==> src/rtl/phy_irq_pkg.sv <==
// Package phy_irq_pkg
// Shared sizes, types and bit positions for the PHY event interrupt register.
// Assumes eight events; the bit positions below are the register layout.
package phy_irq_pkg;

    localparam int unsigned EVT_W = 8;

    typedef logic [EVT_W-1:0] evt_vec_t;

    // Status bit positions (enable bit is position + EVT_W)
    localparam int unsigned B_JABBER   = 7;
    localparam int unsigned B_RXERR    = 6;
    localparam int unsigned B_PAGE     = 5;
    localparam int unsigned B_PDFAULT  = 4;
    localparam int unsigned B_LPACK    = 3;
    localparam int unsigned B_LINKCHG  = 2;
    localparam int unsigned B_RFAULT   = 1;
    localparam int unsigned B_ANDONE   = 0;

    // Default choice of edge-detected inputs: receive error, link status
    // change, remote fault, auto-negotiation complete
    localparam logic [EVT_W-1:0] EDGE_MASK_DEF =
        (EVT_W'(1) << B_RXERR) | (EVT_W'(1) << B_LINKCHG) |
        (EVT_W'(1) << B_RFAULT) | (EVT_W'(1) << B_ANDONE);

endpackage

==> src/rtl/phy_irq_evt_cond.sv <==
// Module phy_irq_evt_cond
// Turns raw event inputs into one-cycle set requests. Inputs selected by
// EDGE_MASK are rising-edge detected against a registered copy; the rest
// pass through as strobes. Assumes inputs are synchronous to clk.
module phy_irq_evt_cond #(
    parameter int unsigned     N         = 8,
    parameter logic [N-1:0]    EDGE_MASK = '0
) (
    input  logic         clk,
    input  logic         rst_n,
    input  logic [N-1:0] ev_in,
    output logic [N-1:0] ev_set
);

    for (genvar i = 0; i < N; i++) begin : g_bit
        if (EDGE_MASK[i]) begin : g_edge
            logic prev_q;

            // Remember last sampled level for rising-edge detection
            always_ff @(posedge clk) begin
                if (!rst_n) prev_q <= 1'b0;
                else        prev_q <= ev_in[i];
            end

            assign ev_set[i] = ev_in[i] & ~prev_q;
        end else begin : g_strobe
            assign ev_set[i] = ev_in[i];
        end
    end

endmodule

==> src/rtl/phy_irq_status.sv <==
// Module phy_irq_status
// Sticky status byte. Bits are set by set requests and cleared as a group
// by a clear pulse; a set in the clearing cycle wins.
module phy_irq_status #(
    parameter int unsigned N = 8
) (
    input  logic         clk,
    input  logic         rst_n,
    input  logic [N-1:0] ev_set,
    input  logic         clr,
    output logic [N-1:0] status_q
);

    logic [N-1:0] status_d;

    // Next state: keep unless cleared, then OR in new events
    always_comb begin
        status_d = (clr ? '0 : status_q) | ev_set;
    end

    // Status register
    always_ff @(posedge clk) begin
        if (!rst_n) status_q <= '0;
        else        status_q <= status_d;
    end

endmodule

==> src/rtl/phy_irq_enable.sv <==
// Module phy_irq_enable
// Enable byte, loaded from the upper half of a register write.
module phy_irq_enable #(
    parameter int unsigned N = 8
) (
    input  logic         clk,
    input  logic         rst_n,
    input  logic         wr,
    input  logic [N-1:0] wdata_hi,
    output logic [N-1:0] enable_q
);

    // Enable register
    always_ff @(posedge clk) begin
        if (!rst_n)  enable_q <= '0;
        else if (wr) enable_q <= wdata_hi;
    end

endmodule

==> src/rtl/phy_irq_reg.sv <==
// Module phy_irq_reg
// PHY event interrupt register: {enable[N-1:0], status[N-1:0]}.
// Status is sticky and clears on a selected read; enables are written
// from the upper half of wdata. irq_o follows the masked OR of status,
// at the level chosen by polarity. Assumes sel is an address decode that
// is valid in the same cycle as rd_en / wr_en.
module phy_irq_reg
    import phy_irq_pkg::*;
#(
    parameter int unsigned         EVT_N     = EVT_W,
    parameter logic [EVT_N-1:0]    EDGE_MASK = EDGE_MASK_DEF
) (
    input  logic                 clk,
    input  logic                 rst_n,
    input  logic [EVT_N-1:0]     ev_in,
    input  logic                 sel,
    input  logic                 rd_en,
    input  logic                 wr_en,
    input  logic [2*EVT_N-1:0]   wdata,
    input  logic                 polarity,
    output logic [2*EVT_N-1:0]   rdata,
    output logic                 irq_o
);

    localparam int unsigned REG_W = 2 * EVT_N;

    logic               rd_hit;
    logic               wr_hit;
    logic [EVT_N-1:0]   ev_set;
    logic [EVT_N-1:0]   status_q;
    logic [EVT_N-1:0]   enable_q;
    logic               pending;
    logic               unused_wdata_lo;

    // Decode accesses to this register
    always_comb begin
        rd_hit = sel & rd_en;
        wr_hit = sel & wr_en;
    end

    // Low half of write data is deliberately not stored
    assign unused_wdata_lo = ^wdata[EVT_N-1:0];

    phy_irq_evt_cond #(
        .N         (EVT_N),
        .EDGE_MASK (EDGE_MASK)
    ) u_cond (
        .clk    (clk),
        .rst_n  (rst_n),
        .ev_in  (ev_in),
        .ev_set (ev_set)
    );

    phy_irq_status #(
        .N (EVT_N)
    ) u_status (
        .clk      (clk),
        .rst_n    (rst_n),
        .ev_set   (ev_set),
        .clr      (rd_hit),
        .status_q (status_q)
    );

    phy_irq_enable #(
        .N (EVT_N)
    ) u_enable (
        .clk      (clk),
        .rst_n    (rst_n),
        .wr       (wr_hit),
        .wdata_hi (wdata[REG_W-1:EVT_N]),
        .enable_q (enable_q)
    );

    // Read mux: register contents only while selected
    always_comb begin
        rdata = sel ? {enable_q, status_q} : '0;
    end

    // Interrupt: masked OR, then polarity
    always_comb begin
        pending = |(status_q & enable_q);
        irq_o   = polarity ? pending : ~pending;
    end

endmodule

==> config.mk <==
export PLATFORM = sky130hd
export DESIGN_NAME = phy_irq_reg
export DESIGN_NICKNAME = d
export VERILOG_FILES = /design/src/rtl/phy_irq_pkg.sv /design/src/rtl/phy_irq_evt_cond.sv /design/src/rtl/phy_irq_status.sv /design/src/rtl/phy_irq_enable.sv /design/src/rtl/phy_irq_reg.sv
export SDC_FILE = /design/constraint.sdc
export NUM_CORES = 1
export LEC_CHECK = 0
export BUFFER_PORTS_ARGS = -buffer_cell sky130_fd_sc_hd__buf_2
export CAP_MARGIN = 20
export CORE_MARGIN = 4
export CORE_UTILIZATION = 47
export DETAILED_ROUTE_END_ITERATION = 10
export GPL_ROUTABILITY_DRIVEN = 0
export PLACE_DENSITY = 0.83
export SYNTH_ARGS = -nofsm -noshare
export SYNTH_HDL_FRONTEND = slang
export SYNTH_HIERARCHICAL = 1
export SYNTH_SLANG_ARGS = --single-unit
==> constraint.sdc <==
create_clock -name clk -period 2.5 [get_ports clk]
set_clock_uncertainty 0.1 [all_clocks]
set_input_delay 0.125 -clock clk [delete_from_list [all_inputs] [get_ports clk]]
set_output_delay 0.125 -clock clk [all_outputs]
set_load 0.01 [all_outputs]
==> impl_summary.log <==
INFO  metric tritoncts_num_sinks = 20
INFO  metric worstMarginPinSlew = 460 ps
INFO  metric ioPinCount = 47
INFO  metric synthesis.nets = 121
INFO  metric irDropWorstVdd = 0.000330 V
INFO  metric globalRoute.totalOverflow = 0
INFO  metric detailedPlacementHpwl = 1.39 mm
INFO  metric cts_clk_pin_slew_worst_paths = 100 ps
INFO  metric via_count = 751
INFO  metric ys_seq_elements = 20
INFO  metric htree_num_levels = 1
INFO  metric initial_antenna_violation_count = 0
INFO  metric die-area = 2690 sq um
INFO  metric worstPathRequired = 2280 ps
INFO  metric clock_insertion_delay_worst_skew = 290 ps
INFO  metric detail_route.wl_per_cell = 12.1 microns
INFO  metric critPathMaxFanout = 3
INFO  metric hold_viol = 0
INFO  metric root_buf_cell = clkbuf_4
INFO  metric timing.final.max_slew_violations = 0
INFO  metric grt_start_max_net_pins = 21
INFO  metric tritoncts_clock_tree = built
INFO  metric postSynthAreaPerCell = 9.95 sq um
INFO  metric die_width = 51.9 microns
INFO  metric initial_core_util = 0.508
INFO  metric start_kind = flop
INFO  metric gr_util_all_layers = 0.159
INFO  metric ant_nets = 0
INFO  metric final_net_count = 171
INFO  metric leakage = 0.572 nW
INFO  metric min_path_type = in2reg
INFO  metric core-area = 1780 sq um
INFO  metric path_class = reg2out
INFO  metric endpoint_kind = primary output
INFO  metric setup_slack = 1000 ps
INFO  metric finalSetupTns = 0 ps
INFO  metric dr.pass1.iters = 3
INFO  metric synth_sequential_area_ratio = 0.442
INFO  metric outcome = finished clean
INFO  metric die_y = 51.9 microns
INFO  metric maxClockFrequency = 0.667 GHz
INFO  metric rsz0062_at_grt = no
INFO  metric post_synth_instance_area = 906 sq um
INFO  metric ys_types = 14
INFO  metric first_global_vias = 701
INFO  metric final_layout_size_suffix_gt1_frac = 0.309
INFO  metric max_cap_violations = 0
INFO  metric syn2layout_area_growth = 36.7%
INFO  metric cellPowerDensity = 492 nW/um^2
INFO  metric diodes = 0
INFO  metric clockBufferDepth = 2
INFO  metric cp_data_arrival_time = 1270 ps
INFO  metric numCtsBuffers = 3
INFO  metric global_route_wire_length_before_repair = 3.13 mm
INFO  metric detailedRoute.firstIterationViolations = 2
INFO  metric detail_route.wirelength = 1.98 mm
INFO  metric ys.warnings.count = 6
INFO  metric relSlewSlack = 0.693
INFO  metric dp_slack = 1140 ps
INFO  metric final_min_period_over_clock_period = 0.600
INFO  metric post-route-drc-count = 0
INFO  metric setup_viol = 0
INFO  metric period_minus_slack = 1500 ps
INFO  metric post-cts-setup-buffer-count = 0
INFO  metric placement_rows = 15
INFO  metric synth_cells = 91
INFO  metric vias_per_cell = 4.58
INFO  metric port_buffers = 38
-- per-stage QoR --
step	total power, mW	area (sq um)	utilization	std cells	hold WS, ps
detailed placement	0.452	1080	0.604	147	241
global route	0.643	1240	0.695	164	13.7
floorplan	0.417	906	-	91	147
finish	0.609	1240	0.695	164	2.90
global placement	0.447	1080	0.604	147	234
CTS	0.615	1240	0.695	164	4.90
-- cell usage after synthesis --
cell type	number	area, sq um
and2_1	21	131
dfxtp_1	20	400
nor2b_1	20	125
mux2i_1	8	80.1
o21a_1	8	60.1
buf_4	4	30.0
a22oi_1	3	22.5
a22oi_2	1	12.5
and2_2	1	7.51
buf_2	1	5.00
buf_6	1	11.3
clkbuf_2	1	5.00
nand4_1	1	6.26
xnor2_1	1	8.76
-- power by group --
part / leakage, nW / switching (mW) / internal [mW] / total, mW
Combinational: 0.393 / 0.0445 / 0.0659 / 0.110
Sequential: 0.166 / 0.0123 / 0.338 / 0.350
Clock: 0.0138 / 0.0921 / 0.0562 / 0.148
-- worst paths after layout --
| check | from | end | slack (ps) | cells past startpoint |
|---|---|---|---|---|
| worst max-delay path | u_status/status_q[6] | irq_o | 1000 | 4 |
| worst min-delay path | wdata[15] | u_enable/enable_q[7] | 3 | 3 |
| worst max register to register | u_status/status_q[1] | u_status/status_q[1] | 1630 | 2 |
| worst min register to register | u_cond/g_bit[6].g_edge.prev_q | u_status/status_q[6] | 450 | 2 |
-- placed cells by master (no fill, tap or decap) --
| cell | count |
|---|---|
| nand4_1 | 1 |
| dfxtp_1 | 20 |
| a22oi_2 | 1 |
| clkbuf_4 | 3 |
| dlygate4sd3_1 | 14 |
| a22oi_1 | 3 |
| xnor2_1 | 1 |
| o21a_1 | 8 |
| and2_2 | 1 |
| mux2i_1 | 8 |
| and2_1 | 21 |
| nor2b_1 | 20 |
| buf_2 | 38 |
-- flip-flops by register name, indices dropped and copies added, names as in the netlist --
signal / count
u_cond/g_bit.g_edge.prev_q: 4
u_enable/enable_q: 8
u_status/status_q: 8
-- timing repair --
action | CTS | global route
resized for setup | 0 | 0
hold endpoints to repair | 14 | 0
hold buffers | 14 | 0
setup endpoints to repair | 0 | 0
-- cell type report --
type	instances	area (sq um)
sequential	20	400
clock buffer	3	22.5
timing repair buffer	52	330
fill	145	544
multi-input combinational	64	454
tap	25	31.3
-- cells by family (layout without fill, tap and decap cells) --
logic type                after synthesis  count (layout)  synth area share
AOI/OAI and AO/OA                      12              12             0.105
xor gates and xnor gates                1               1           0.00967
buffers and inverters                   7              55            0.0566
DFF                                    20              20             0.442
muxes                                   8               8            0.0884
and+or+nand+nor                        43              43             0.298
-- critical path, stage by stage (launching register included) --
cell and delay, ps:
dfxtp_1 340, a22oi_1 210, nand4_1 140, xnor2_1 150, buf_2 150
-- layer usage --
metal	vias to the layer above	global-route usage	wire [microns]	part of all wire
li1	391	-	-	-
met1	330	0.182	844	0.43
met2	25	0.270	968	0.49
met3	5	0.0315	122	0.062
met4	0	0.0917	46	0.023
met5	-	0	0	0
Power figures use the tool's default switching activity.
